`src/rtl/tt_pkg.sv`:
```
package tt_pkg;
  localparam int TT_ADDR_W = 2;

  typedef enum logic [TT_ADDR_W-1:0] {
    REG_CTRL    = 2'd0,
    REG_RELOAD  = 2'd1,
    REG_CURRENT = 2'd2,
    REG_SPARE   = 2'd3
  } tt_reg_e;

  localparam int CTRL_EN_BIT   = 0;
  localparam int CTRL_IE_BIT   = 1;
  localparam int CTRL_SRC_BIT  = 2;
  localparam int CTRL_FLAG_BIT = 16;

  typedef struct packed {
    logic src;   // 1 = system clock, 0 = external reference
    logic ie;    // interrupt enable
    logic en;    // counting enable
  } tt_ctrl_t;
endpackage

```
`src/rtl/tt_ref_sync.sv`:
```
module tt_ref_sync #(
  parameter int STAGES = 2
) (
  input  logic clk,
  input  logic rst_n,
  input  logic ref_in,
  output logic pulse
);
  localparam int MSB = STAGES - 1;

  logic [MSB:0] sync_q;
  logic         last_q;

  generate
    for (genvar s = 0; s < STAGES; s++) begin : g_stage
      if (s == 0) begin : g_first
        always_ff @(posedge clk) begin
          if (!rst_n) sync_q[s] <= 1'b0;
          else        sync_q[s] <= ref_in;
        end
      end else begin : g_next
        always_ff @(posedge clk) begin
          if (!rst_n) sync_q[s] <= 1'b0;
          else        sync_q[s] <= sync_q[s-1];
        end
      end
    end
  endgenerate

  always_ff @(posedge clk) begin
    if (!rst_n) last_q <= 1'b0;
    else        last_q <= sync_q[MSB];
  end

  assign pulse = sync_q[MSB] & ~last_q;


  ref_pulse_single_chk: assert property (@(posedge clk) disable iff (!rst_n)
    pulse |=> !pulse);
endmodule

```
`src/rtl/tt_counter.sv`:
```
module tt_counter #(
  parameter int CNT_W = 24
) (
  input  logic             clk,
  input  logic             rst_n,
  input  logic             en,
  input  logic             ie,
  input  logic             src,
  input  logic             ref_pulse,
  input  logic [CNT_W-1:0] reload,
  input  logic             clr,
  output logic [CNT_W-1:0] cnt,
  output logic             evt,
  output logic             irq
);
  localparam logic [CNT_W-1:0] ONE  = CNT_W'(1);
  localparam logic [CNT_W-1:0] ZERO = '0;

  logic [CNT_W-1:0] cnt_q;
  logic             irq_q;
  logic             step;

  assign step = en & (src | ref_pulse);
  assign evt  = step & ~clr & (cnt_q == ONE);

  always_ff @(posedge clk) begin
    if (!rst_n) begin
      cnt_q <= ZERO;
    end else if (clr) begin
      cnt_q <= ZERO;
    end else if (step) begin
      if (cnt_q == ZERO) cnt_q <= reload;
      else               cnt_q <= cnt_q - ONE;
    end
  end

  always_ff @(posedge clk) begin
    if (!rst_n) irq_q <= 1'b0;
    else        irq_q <= evt & ie;
  end

  assign cnt = cnt_q;
  assign irq = irq_q;


  hold_when_off_chk: assert property (@(posedge clk) disable iff (!rst_n)
    (!en && !clr) |=> $stable(cnt_q));

  event_lands_zero_chk: assert property (@(posedge clk) disable iff (!rst_n)
    evt |=> (cnt_q == ZERO));

  irq_needs_enable_chk: assert property (@(posedge clk) disable iff (!rst_n)
    irq_q |-> $past(ie));

  irq_one_cycle_chk: assert property (@(posedge clk) disable iff (!rst_n)
    irq_q |=> !irq_q);

  zero_reload_stays_chk: assert property (@(posedge clk) disable iff (!rst_n)
    (reload == ZERO && cnt_q == ZERO) |=> (cnt_q == ZERO));

  clear_write_zero_chk: assert property (@(posedge clk) disable iff (!rst_n)
    clr |=> (cnt_q == ZERO));
endmodule

```
`src/rtl/tt_regs.sv`:
```
module tt_regs
  import tt_pkg::*;
#(
  parameter int CNT_W  = 24,
  parameter int DATA_W = 32
) (
  input  logic                 clk,
  input  logic                 rst_n,
  input  logic [TT_ADDR_W-1:0] addr,
  input  logic                 wr,
  input  logic                 rd,
  input  logic [DATA_W-1:0]    wdata,
  input  logic [CNT_W-1:0]     cnt_val,
  input  logic                 evt,
  output tt_ctrl_t             ctrl,
  output logic [CNT_W-1:0]     reload,
  output logic                 cur_wr,
  output logic [DATA_W-1:0]    rdata
);
  tt_ctrl_t         ctrl_q;
  logic [CNT_W-1:0] reload_q;
  logic             flag_q;
  logic             ctrl_wr, reload_wr, ctrl_rd;
  logic [DATA_W-1:0] mux_d;
  logic             wdata_unused;

  assign ctrl_wr   = wr && (addr == REG_CTRL);
  assign reload_wr = wr && (addr == REG_RELOAD);
  assign cur_wr    = wr && (addr == REG_CURRENT);
  assign ctrl_rd   = rd && (addr == REG_CTRL);
  assign wdata_unused = &{1'b0, wdata[DATA_W-1:CNT_W]};

  always_ff @(posedge clk) begin
    if (!rst_n) begin
      ctrl_q   <= '0;
      reload_q <= '0;
    end else begin
      if (ctrl_wr) begin
        ctrl_q.en  <= wdata[CTRL_EN_BIT];
        ctrl_q.ie  <= wdata[CTRL_IE_BIT];
        ctrl_q.src <= wdata[CTRL_SRC_BIT];
      end
      if (reload_wr) reload_q <= wdata[CNT_W-1:0];
    end
  end

  // a new event outranks the clear, so it is never lost
  always_ff @(posedge clk) begin
    if (!rst_n)                flag_q <= 1'b0;
    else if (evt)              flag_q <= 1'b1;
    else if (ctrl_rd || cur_wr) flag_q <= 1'b0;
  end

  always_comb begin
    mux_d = '0;
    case (addr)
      REG_CTRL: begin
        mux_d[CTRL_EN_BIT]   = ctrl_q.en;
        mux_d[CTRL_IE_BIT]   = ctrl_q.ie;
        mux_d[CTRL_SRC_BIT]  = ctrl_q.src;
        mux_d[CTRL_FLAG_BIT] = flag_q;
      end
      REG_RELOAD:  mux_d[CNT_W-1:0] = reload_q;
      REG_CURRENT: mux_d[CNT_W-1:0] = cnt_val;
      default:     mux_d = '0;
    endcase
  end

  assign rdata  = rd ? mux_d : '0;
  assign ctrl   = ctrl_q;
  assign reload = reload_q;


  flag_sets_chk: assert property (@(posedge clk) disable iff (!rst_n)
    evt |=> flag_q);

  flag_read_clears_chk: assert property (@(posedge clk) disable iff (!rst_n)
    (ctrl_rd && !evt) |=> !flag_q);

  flag_cur_write_clears_chk: assert property (@(posedge clk) disable iff (!rst_n)
    cur_wr |=> !flag_q);

  flag_collision_keeps_chk: assert property (@(posedge clk) disable iff (!rst_n)
    (ctrl_rd && evt) |=> flag_q);
endmodule

```
`src/rtl/tick_timer.sv`:
```
module tick_timer
  import tt_pkg::*;
#(
  parameter int CNT_W       = 24,
  parameter int DATA_W      = 32,
  parameter int SYNC_STAGES = 2
) (
  input  logic                 clk,
  input  logic                 rst_n,
  input  logic                 ref_clk,
  input  logic [TT_ADDR_W-1:0] reg_addr,
  input  logic                 reg_wr,
  input  logic                 reg_rd,
  input  logic [DATA_W-1:0]    reg_wdata,
  output logic [DATA_W-1:0]    reg_rdata,
  output logic                 tick_irq
);
  tt_ctrl_t         ctrl;
  logic [CNT_W-1:0] reload;
  logic [CNT_W-1:0] cnt;
  logic             cur_wr;
  logic             evt;
  logic             ref_pulse;

  tt_ref_sync #(.STAGES(SYNC_STAGES)) u_sync (
    .clk    (clk),
    .rst_n  (rst_n),
    .ref_in (ref_clk),
    .pulse  (ref_pulse)
  );

  tt_regs #(.CNT_W(CNT_W), .DATA_W(DATA_W)) u_regs (
    .clk     (clk),
    .rst_n   (rst_n),
    .addr    (reg_addr),
    .wr      (reg_wr),
    .rd      (reg_rd),
    .wdata   (reg_wdata),
    .cnt_val (cnt),
    .evt     (evt),
    .ctrl    (ctrl),
    .reload  (reload),
    .cur_wr  (cur_wr),
    .rdata   (reg_rdata)
  );

  tt_counter #(.CNT_W(CNT_W)) u_cnt (
    .clk       (clk),
    .rst_n     (rst_n),
    .en        (ctrl.en),
    .ie        (ctrl.ie),
    .src       (ctrl.src),
    .ref_pulse (ref_pulse),
    .reload    (reload),
    .clr       (cur_wr),
    .cnt       (cnt),
    .evt       (evt),
    .irq       (tick_irq)
  );


  irq_only_when_on_chk: assert property (@(posedge clk) disable iff (!rst_n)
    tick_irq |-> $past(ctrl.en));
endmodule

```
`config.mk`:
```
export PLATFORM = sky130hd
export DESIGN_NAME = tick_timer
export DESIGN_NICKNAME = d
export VERILOG_FILES = /design/src/rtl/tt_pkg.sv /design/src/rtl/tt_ref_sync.sv /design/src/rtl/tt_counter.sv /design/src/rtl/tt_regs.sv /design/src/rtl/tick_timer.sv
export SDC_FILE = /design/constraint.sdc
export NUM_CORES = 1
export LEC_CHECK = 0
export BUFFER_PORTS_ARGS = -buffer_cell sky130_fd_sc_hd__buf_2
export CAP_MARGIN = 20
export CORE_ASPECT_RATIO = 1.4
export CORE_UTILIZATION = 45
export CTS_BUF_LIST = sky130_fd_sc_hd__clkbuf_16
export DETAILED_ROUTE_END_ITERATION = 12
export PLACE_DENSITY = 0.79
export SLEW_MARGIN = 20
export SYNTH_ARGS = -nofsm -noshare
export SYNTH_HDL_FRONTEND = slang
export SYNTH_SLANG_ARGS = --single-unit
```
`constraint.sdc`:
```
create_clock -name clk -period 5.15 [get_ports clk]
set_input_delay 0.2575 -clock clk [delete_from_list [all_inputs] [get_ports clk]]
set_output_delay 0.2575 -clock clk [all_outputs]
set_load 0.02 [all_outputs]
```
Yosys cells after proc, flatten, opt, wreduce, memory -nomap -nowiden
Index checks and enable logic that the tools add are counted.
{"block": "op_classes", "addsub": 1, "n_mul": 0, "div": 0, "order_cmp": 0, "eq_ne": 3, "shifts": 0, "n_mux": 8, "bitwise": 9, "n_reduce_logical": 9}
{"operator": "$mux W24", "n": 2}
{"operator": "$pmux W13 S2", "n": 1}
{"operator": "$eq A24 B1 Y1 const B", "n": 1}
{"operator": "$logic_not A24 Y1", "n": 1}
{"operator": "$sub A24 B1 Y24 const B", "n": 1}
{"operator": "$pmux W7 S2", "n": 1}
{"operator": "$pmux W3 S3", "n": 1}
{"operator": "$and A1 B1 Y1", "n": 5}
{"operator": "$logic_and A1 B1 Y1", "n": 4}
{"operator": "$not A1 Y1", "n": 3}
{"operator": "$pmux W1 S3", "n": 1}
{"operator": "$eq A2 B1 Y1 const B", "n": 1}
{"operator": "$eq A2 B2 Y1 const B", "n": 1}
{"operator": "$logic_not A2 Y1", "n": 1}
{"operator": "$mux W1", "n": 2}
{"operator": "$reduce_bool A2 Y1", "n": 1}
{"operator": "$reduce_or A2 Y1", "n": 1}
{"operator": "$logic_or A1 B1 Y1", "n": 1}
{"operator": "$or A1 B1 Y1", "n": 1}
{"block": "word_totals", "reg_bits": 56, "latchBits": 0, "mem_bits_rw": 0, "romBits": 0, "in_bits": 39, "output_inout_bits": 33, "wordCells": 40, "n_memories": 0}

Depth between registers and ports, before layout
Gate-level depths: netlist (run 1).
{"block": "depth", "ltp_word": 7, "ltp_mapped": 8, "mapped_depth_nobuf": 7}

By module
From an unflattened synthesis (run 1), not the netlist that was laid out.
{"block": "unflattened", "cells_unflattened": 421, "area_unflattened_um2": 3593.4}
{"module": "tt_regs", "n_inst": 1, "cells_each": 201, "area_each_um2": 1756.7, "seq_area_each_um2": 560.5}
{"module": "tt_counter", "n_inst": 1, "cells_each": 213, "area_each_um2": 1744.2, "seq_area_each_um2": 500.5}
{"module": "tt_ref_sync", "n_inst": 1, "cells_each": 7, "area_each_um2": 92.6, "seq_area_each_um2": 60.1}

Worst setup path before layout (run 1)
Ideal clock, no wire load.
{"block": "synth_path", "kind": "register to register", "from": "register u_cnt.cnt_q[0] (netlist: u_cnt.cnt[0])", "to": "register u_cnt.cnt_q[14] (netlist: u_cnt.cnt[14])", "setup_ns": 0.075, "arrival_ns": 2.030, "required_ns": 5.075, "slack_ns": 3.044, "stages_incl_launch_ff": 8, "path_buffers": 1, "synth_period_minus_slack_ns": 2.106, "path_cell_list": "dfxtp_1 -> inv_1 -> ha_1 -> or3b_1 -> clkbuf_1 -> or4_1 -> or4_1 -> a31oi_1"}
{"block": "synth_via", "elab_chain_cells": 2, "elab_cells_between_ends": 3, "cone_classes": "1 x add/sub; 1 x mux; 1 x reduce/logical"}
{"item": "from (decl)", "line_no": "tt_counter.sv:19", "text": "logic [CNT_W-1:0] cnt_q;"}
{"item": "from (signal assigned)", "line_no": "tt_counter.sv:32", "text": "if (cnt_q == ZERO) cnt_q <= reload;"}
{"item": "from (signal assigned)", "line_no": "tt_counter.sv:33", "text": "else cnt_q <= cnt_q - ONE;"}
{"item": "$sub A24 B1 Y24 / $logic_not A24 Y1 (equally long branches)", "line_no": "tt_counter.sv:33, tt_counter.sv:32"}
{"item": "$mux W24 *", "line_no": "tt_counter.sv:32"}
Every way passes the cells marked *; elsewhere a longest branch is shown, timed or not.
A chain may end at the register's enable or synchronous reset.

Worst setup path in the final report (run 1)
{"block": "layout_path", "from": "register u_cnt.cnt_q[16] (netlist: u_cnt.cnt[16])", "to": "register u_cnt.cnt_q[6] (netlist: u_cnt.cnt[6])"}
{"block": "layout_via", "elab_chain_cells": 2}
{"item": "$logic_not A24 Y1", "line_no": "tt_counter.sv:32"}
{"item": "$mux W24", "line_no": "tt_counter.sv:32"}
Every way passes these cells.

==> results of run 1 <==
-- how the worst min path moves through the flow --
stage                                       end  slack (ns)  cells after the start
floorplan           u_sync.sync_q[0]$_SDFF_PN0_        0.38                      1
CTS                 u_sync.sync_q[0]$_SDFF_PN0_        0.16                      2
detailed placement     u_sync.last_q$_SDFF_PN0_        0.44                      1
global placement       u_sync.last_q$_SDFF_PN0_        0.44                      1
global route        u_sync.sync_q[0]$_SDFF_PN0_        0.16                      2
finish              u_sync.sync_q[0]$_SDFF_PN0_        0.17                      2
-- state kept, by name (all words and copies together) (netlist names) --
name / count
u_cnt.cnt: 24
u_regs.reload: 24
u_regs.ctrl: 3
u_sync.sync_q: 2
u_cnt.irq: 1
u_regs.flag_q: 1
u_sync.last_q: 1
-- cells in the mapped netlist (all sizes together) (2+ instances only) --
| cell | number | area share, % |
|---|---|---|
| a211oi | 2 | 0.47 |
| a21boi | 28 | 6.6 |
| a21oi | 10 | 1.6 |
| a221oi | 5 | 1.4 |
| a222oi | 4 | 1.2 |
| a22oi | 21 | 4.9 |
| a2bb2oi | 2 | 0.55 |
| a31oi | 2 | 0.39 |
| and2 | 6 | 1.2 |
| and3 | 3 | 0.62 |
| buf | 13 | 2.8 |
| clkbuf | 26 | 3.0 |
| dfxtp | 56 | 35 |
| ha | 7 | 2.7 |
| inv | 11 | 1.3 |
| mux2i | 6 | 1.9 |
| nand2 | 77 | 9.1 |
| nand2b | 4 | 0.78 |
| nand3 | 13 | 2.0 |
| nand4 | 2 | 0.39 |
| nor2 | 38 | 4.4 |
| nor2b | 2 | 0.39 |
| nor3 | 10 | 2.1 |
| nor4 | 8 | 2.5 |
| nor4b | 2 | 0.55 |
| o21a | 3 | 0.70 |
| o21ai | 16 | 2.5 |
| o22ai | 8 | 1.6 |
| o2bb2ai | 2 | 0.55 |
| o311ai | 3 | 0.82 |
| o31a | 3 | 0.82 |
| o31ai | 3 | 0.70 |
| or2 | 2 | 0.39 |
| or3 | 5 | 0.98 |
| or4 | 4 | 0.94 |
-- worst max-delay path, cell delays in order, from the launching register on --
cell      delay [ns]
dfxtp_1         0.40
nor4_4          0.36
nand2_1         0.22
nor3_2          0.92
o21ai_0         0.25
a221oi_1        0.34
-- stage by stage --
stage,utilization [%],instances
after global routing,51.8,543
after CTS,51.8,543
final,51.8,543
after global placement,49.8,535
after detailed placement,49.8,535
after floorplan,-,422
-- layout make-up --
type | count | area [um^2]
Clock buffer | 5 | 125
Inverter | 11 | 41.3
Timing Repair Buffer | 57 | 290
Multi-Input combinational cell | 316 | 1880
Sequential cell | 56 | 1120
Clock inverter | 3 | 17.5
Fill cell | 680 | 3340
Tap cell | 95 | 119
-- logic make-up (layout without fill, tap and decap cells) --
family | count (synthesis) | after routing
mux | 6 | 6
buf+inv | 50 | 76
other cells | 1 | 8
simple gates | 180 | 180
fa+ha+maj | 7 | 7
flops | 56 | 56
compound gates | 115 | 115
-- per-layer routing --
metal / vias up / wire, um
met4: 0 / 255
met1: 1471 / 3320
met2: 120 / 4310
li1: 1537 / -
met5: - / 0
met3: 19 / 467
-- power groups by stage --
stage          registers [W]  logic (W)  clock network [W]
2_1_floorplan       0.000457  0.0000855                  0
5_1_grt             0.000451   0.000127           0.000363
3_3_place_gp        0.000459   0.000109                  0
4_1_cts             0.000450   0.000113           0.000343
3_5_place_dp        0.000460   0.000112                  0
6_report            0.000450   0.000114           0.000338
-- cells in the final DEF (no fill, tap or decap), types with 3 or more instances in the layout --
cell type	n
nor2_1	38
and2_1	4
or3_1	5
o31a_1	3
ha_1	7
a21boi_0	28
nor3_1	8
conb_1	8
a21oi_1	10
a22oi_1	21
o31ai_1	3
or4_1	4
o21a_1	3
clkbuf_16	5
o21ai_0	15
o22ai_1	8
nand2b_1	4
nand3_1	13
buf_2	55
nand2_1	76
a221oi_1	5
nor4_1	6
inv_1	11
mux2i_1	6
o311ai_0	3
a222oi_1	4
dfxtp_1	56
==> impl_results.md, run 1 <==
- Post-Route WL: 8350 um
- Share of cells above drive strength 1: around 17%
- Main combinational cell family by area after synthesis: simple AND/OR/NAND/NOR gates
- Met1 Use GR: 28.0%
- Full die area: 7470 um^2
- Die Y: roughly 100 um
- Worst slew pin tran: 1.08 ns
- Post-CTS setup buffers: 0
- Critical path class: flop to flop
- Crit path max fanout: 17
- Post-route ant nets: 0
- Slew margin rel.: around 27%
- Fin crit period: about 2.6 ns
- Tot Pwr: around 0.0009 W
- Max Buffers Root-to-Sink: 2
- Setup Skew: 0.00878 ns
- Unrepaired setup endpoints after global routing: false
- Switching share of power: ~27%
- Crit path to: u_cnt.cnt[6]$_SDFFE_PP0P_
- FP Rows: 36
- Critical Path Start Type: flop
- Grt total ovfl: 0
- Die W: around 73 um
- Simple-gate share of the synthesized area: between 20% and 30%
- MaxCap Viol Count: 0
- CP Launch Point: u_cnt.cnt[16]$_SDFFE_PP0P_
- Internal Power: 0.000660 W
- Async SR Flop Fraction: 0%
- Dpl cell area: ~3500 um^2
- Layout area overhead: 12.1%
- Seq/Total Area, Yosys: 35.0%
- Largest net degree at the start of global routing: 35
- Synthesized area: roughly 3200 um^2
- Setup ws final: around 2.6 ns
- Clock Pin Slew Worst Setup and Hold Paths: approximately 0.070 ns
- Pwr/cell area: between 200 and 300 nW/um^2
- Sequential power share: 49.9%
- Critical R2R Capture: u_cnt.cnt[6]$_SDFFE_PP0P_
- Outcome: completed
- Syn Inst Count: 415
- FMAX: about 390 MHz
- # hold bufs at CTS: 0
- DR pass1 iterations: 7
- Worst Path Arrival: roughly 2.8 ns
- HPWL after detailed placement: roughly 5700 um
- Hold WS: ~0.17 ns
- Pre-CTS WS: 2.39 ns
- Cell variety after synth: a little over 50
- Post-route cell area: about 3600 um^2
- Initial antenna violation count: 0
- Final setup vio count: 0
- CTS tree: done
- Synth Area in Compound Gates: about a quarter
- Hold Path Origin: ref_clk
- Busiest grt layer: met2
- Setup_tns: 0 ns
- Worst Setup End Kind: flop
- CTS sink cnt: 56
- Post-route DRC: 0
- Core region area: about 6900 um^2
- H-tree Lvls: 2
- Initial Utilization: 46.2%
- Worst r2r src: u_cnt.cnt[16]$_SDFFE_PP0P_
- # resized after CTS: 0
- Ant diodes: 0
- Vias: around 3100
- Synth Area in Adders: between 2 and 3%
- Leakage: between 1 and 1.5 nW
- Synth Area in XOR/XNOR: 0%
- Hold WC Path Type: input pin to flop
- Reg2Reg Depth: 5
- DR iter-0 viols: just over 200
- Number of vias per cell: between 5 and 6
- FF-to-FF setup slack: roughly 2.6 ns
- Clk pwr share: a little under two fifths
- Combinational power share: 12.7%
- Global Route Usage Sum: 23.8%
- Period utilisation layout: 50.2%
- Met2 Usage GRT: between 40% and 50%
- Num CTS Buffers: 5
- GPL Wtd Cong: about 0.87
- Prevailing post-synth register cell: dfxtp_1
- Req. time, crit path: around 5.3 ns
- Post-synth EDFFs: 0
- Pins Over Slew Limit: 0
- Seq cells post-synth: between 50 and 60
- Worst-Skew Late Latency: ~0.3 ns
- Syn Area/Cell: about 7.7 um^2
- Synthesis warning total: 0
- WL/cell: ~15 um
- Vias in the first global route: roughly 3000
- Peak VDD IR: between 0.2 and 0.25 mV
- Final Net Count: about 490
- Multiplexer area fraction after synthesis: ~1.9%
- Ports: 72
- Switching power: between 0.0002 and 0.00025 W
- GRT met3 Usage: around 4.4%
- Root Buffer Master: clkbuf_16
- I/O Buffers: 55
- Global-route wire length before repair: between 10000 and 15000 um
- Final Hold Viols: 0
No activity file was read; power rests on OpenSTA's default activity.
==> inputs of run 2 (changes only) <==
==> constraint.sdc (replaced) <==
create_clock -name clk -period 2.6 [get_ports clk]
set_input_delay 0.13 -clock clk [delete_from_list [all_inputs] [get_ports clk]]
set_output_delay 0.13 -clock clk [all_outputs]
set_load 0.02 [all_outputs]
==> run 2 against run 1 <==
Against the previous run:
- clock power up 120%
- utilization rose by 1.4 points
- first-iteration DRC count increased by 24%
- register-to-register slack worse by 2.2 ns
- critical path type unchanged
- critical endpoint unchanged
- largest power group unchanged
==> impl_results.md, run 2 (same netlist as run 1, synthesis figures left out) <==
- Outcome: completed (unchanged)
- Fin crit period: 2.28 ns (was 2.59 ns)
- Vias in the first global route: 2929 (was 3037)
- CP max stage cell: or3_1 (was nor3_2)
- Post-route ant nets: 0 (unchanged)
- Setup_tns: 0 ns (unchanged)
- Ports: 72 (unchanged)
- Sequential power share: 47.4% (was 49.9%)
- WL/cell: 15.1 um (was 15.4 um)
- Global Route Usage Sum: 23.6% (was 23.8%)
- Final Net Count: 503 (was 493)
- FP Rows: 36 (unchanged)
- Die Y: 102 um (unchanged)
- H-tree Lvls: 2 (unchanged)
- Grt total ovfl: 0 (unchanged)
- # hold bufs at CTS: 0 (unchanged)
- Post-route cell area: 3690 um^2 (was 3600 um^2)
- Full die area: 7470 um^2 (unchanged)
- Pre-CTS WS: 0.371 ns (was 2.39 ns)
- HPWL after detailed placement: 5910 um (was 5710 um)
- Req. time, crit path: 2.75 ns (was 5.34 ns)
- Ant diodes: 0 (unchanged)
- Layout area overhead: 15.1% (was 12.1%)
- Most frequent cells in the layout: nand2_1, dfxtp_1, buf_2 (unchanged)
- Hold WC Path Type: input pin to flop (unchanged)
- Slew margin rel.: 46.0% (was 27.4%)
- Worst-Skew Late Latency: 0.29 ns (was 0.30 ns)
- Root Buffer Master: clkbuf_16 (unchanged)
- Share of cells above drive strength 1: 18.3% (was 16.5%)
- Critical path class: flop to flop (unchanged)
- Initial Utilization: 46.2% (unchanged)
- Switching power: 0.000468 W (was 0.000241 W)
- Max Buffers Root-to-Sink: 2 (unchanged)
- Post-CTS setup buffers: 0 (unchanged)
- Number of vias per cell: 5.67 (was 5.80)
- DR iter-0 viols: 251 (was 203)
- Setup ws final: 0.319 ns (was 2.56 ns)
- Leakage: 1.46 nW (was 1.40 nW)
- Peak VDD IR: 0.427 mV (was 0.211 mV)
- Commonest non-fill, non-tap cell in the layout: nand2_1 (unchanged)
- Vias: 3136 (was 3147)
- Initial antenna violation count: 0 (unchanged)
- GPL Wtd Cong: 0.885 (was 0.867)
- Worst Setup End Kind: flop (unchanged)
- Period utilisation layout: 87.7% (was 50.2%)
- Worst slew pin tran: 0.808 ns (was 1.08 ns)
- Final setup vio count: 0 (unchanged)
- Critical Path Start Type: flop (unchanged)
- Dpl cell area: 3530 um^2 (was 3450 um^2)
- Crit path max fanout: 25 (was 17)
- # resized after CTS: 0 (unchanged)
- Unrepaired setup endpoints after global routing: false (unchanged)
- Post-route DRC: 0 (unchanged)
- Final Hold Viols: 0 (unchanged)
- CTS tree: done (unchanged)
- CTS sink cnt: 56 (unchanged)
- I/O Buffers: 55 (unchanged)
- Num CTS Buffers: 5 (unchanged)
- Combinational power share: 12.7% (about the same)
- MaxCap Viol Count: 0 (unchanged)
- Slowest stage delay, CP: 0.53 ns (was 0.92 ns)
- FMAX: 438 MHz (was 387 MHz)
- Clk pwr share: 39.9% (was 37.5%)
- Fill cell count: 697 (was 680)
- Pins Over Slew Limit: 0 (unchanged)
- Cell Chain, Critical Path: nor4_4, nand2_1, or3_1, buf_4, o2bb2ai_1, a221oi_1 (was nor4_4, nand2_1, nor3_2, o21ai_0, a221oi_1)
- Internal Power: 0.00141 W (was 0.000660 W)
- Switching share of power: 24.9% (was 26.8%)
- Post-Route WL: 8340 um (was 8350 um)
- Worst Path Arrival: 2.43 ns (was 2.77 ns)
- DR pass1 iterations: 5 (was 7)
- Setup Skew: 0.00380 ns (was 0.00878 ns)
- Largest net degree at the start of global routing: 34 (was 35)
- Clock Pin Slew Worst Setup and Hold Paths: 0.07 ns (about the same)
- Pwr/cell area: 509 nW/um^2 (was 251 nW/um^2)
- Global-route wire length before repair: 13800 um (was 14000 um)
- Core region area: 6940 um^2 (unchanged)
- Die W: 73.3 um (unchanged)
## run 2: cell count changes in the layout (fill, tap and decap cells not counted)
| cell | before | now |
|---|---|---|
| inv_1 | 11 | 12 |
| bufinv_16 | 0 | 1 |
| clkinv_1 | 1 | 0 |
| buf_4 | 2 | 12 |
| inv_6 | 1 | 0 |
## run 2: critical path, delay by kind of cell, from the launching register on
family,cells,cell delay [ns]
flip-flops,1,0.39
AO/OA/AOI/OAI,2,0.35
AND/OR/NAND/NOR,3,1.11
buffers and inverters,1,0.28
## run 2: stage by stage
stage	std cells	util, %	hold slack [ns]	total power (W)
global placement	545	50.9	0.335	0.00114
global route	553	53.2	0.0381	0.00195
floorplan	422	-	0.257	0.00107
finish	553	53.2	0.0367	0.00188
CTS	553	53.2	0.0339	0.00189
detailed placement	545	50.9	0.341	0.00114
## run 2: final timing paths
kind / start / endpoint / slack [ns] / depth (start not counted)
setup / recovery: u_cnt.cnt[16]$_SDFFE_PP0P_ / u_cnt.cnt[6]$_SDFFE_PP0P_ / 0.32 / 6
hold reg to reg: u_sync.sync_q[0]$_SDFF_PN0_ / u_sync.sync_q[1]$_SDFF_PN0_ / 0.44 / 1
hold / removal: ref_clk / u_sync.sync_q[0]$_SDFF_PN0_ / 0.04 / 2
setup reg to reg: u_cnt.cnt[16]$_SDFFE_PP0P_ / u_cnt.cnt[6]$_SDFFE_PP0P_ / 0.32 / 6
## run 2: final cells by class
| type | instances | area, um^2 | share of cell area, % |
|---|---|---|---|
| Multi-Input combinational cell | 316 | 1880 | 51.0 |
| Tap cell | 95 | 119 | 3.22 |
| Clock buffer | 5 | 125 | 3.39 |
| Clock inverter | 3 | 38.8 | 1.05 |
| Timing Repair Buffer | 67 | 365 | 9.89 |
| Inverter | 11 | 41.3 | 1.12 |
| Sequential cell | 56 | 1120 | 30.4 |
## run 2: metal layers
layer / track usage, % / part of all wire (%) / up-vias
met4: 10.8 / 2.8 / 0
met2: 40.2 / 51 / 99
met3: 3.75 / 4.7 / 16
li1: - / - / 1550
met1: 29.2 / 41 / 1471
met5: 0 / 0 / -
## run 2: power by group through the flow
stage          combinational [W]  sequential [W]  clock [W]
2_1_floorplan           0.000169        0.000905          0
3_3_place_gp            0.000229        0.000910          0
3_5_place_dp            0.000234        0.000911          0
4_1_cts                 0.000236        0.000891   0.000763
5_1_grt                 0.000262        0.000893   0.000796
6_report                0.000238        0.000891   0.000750
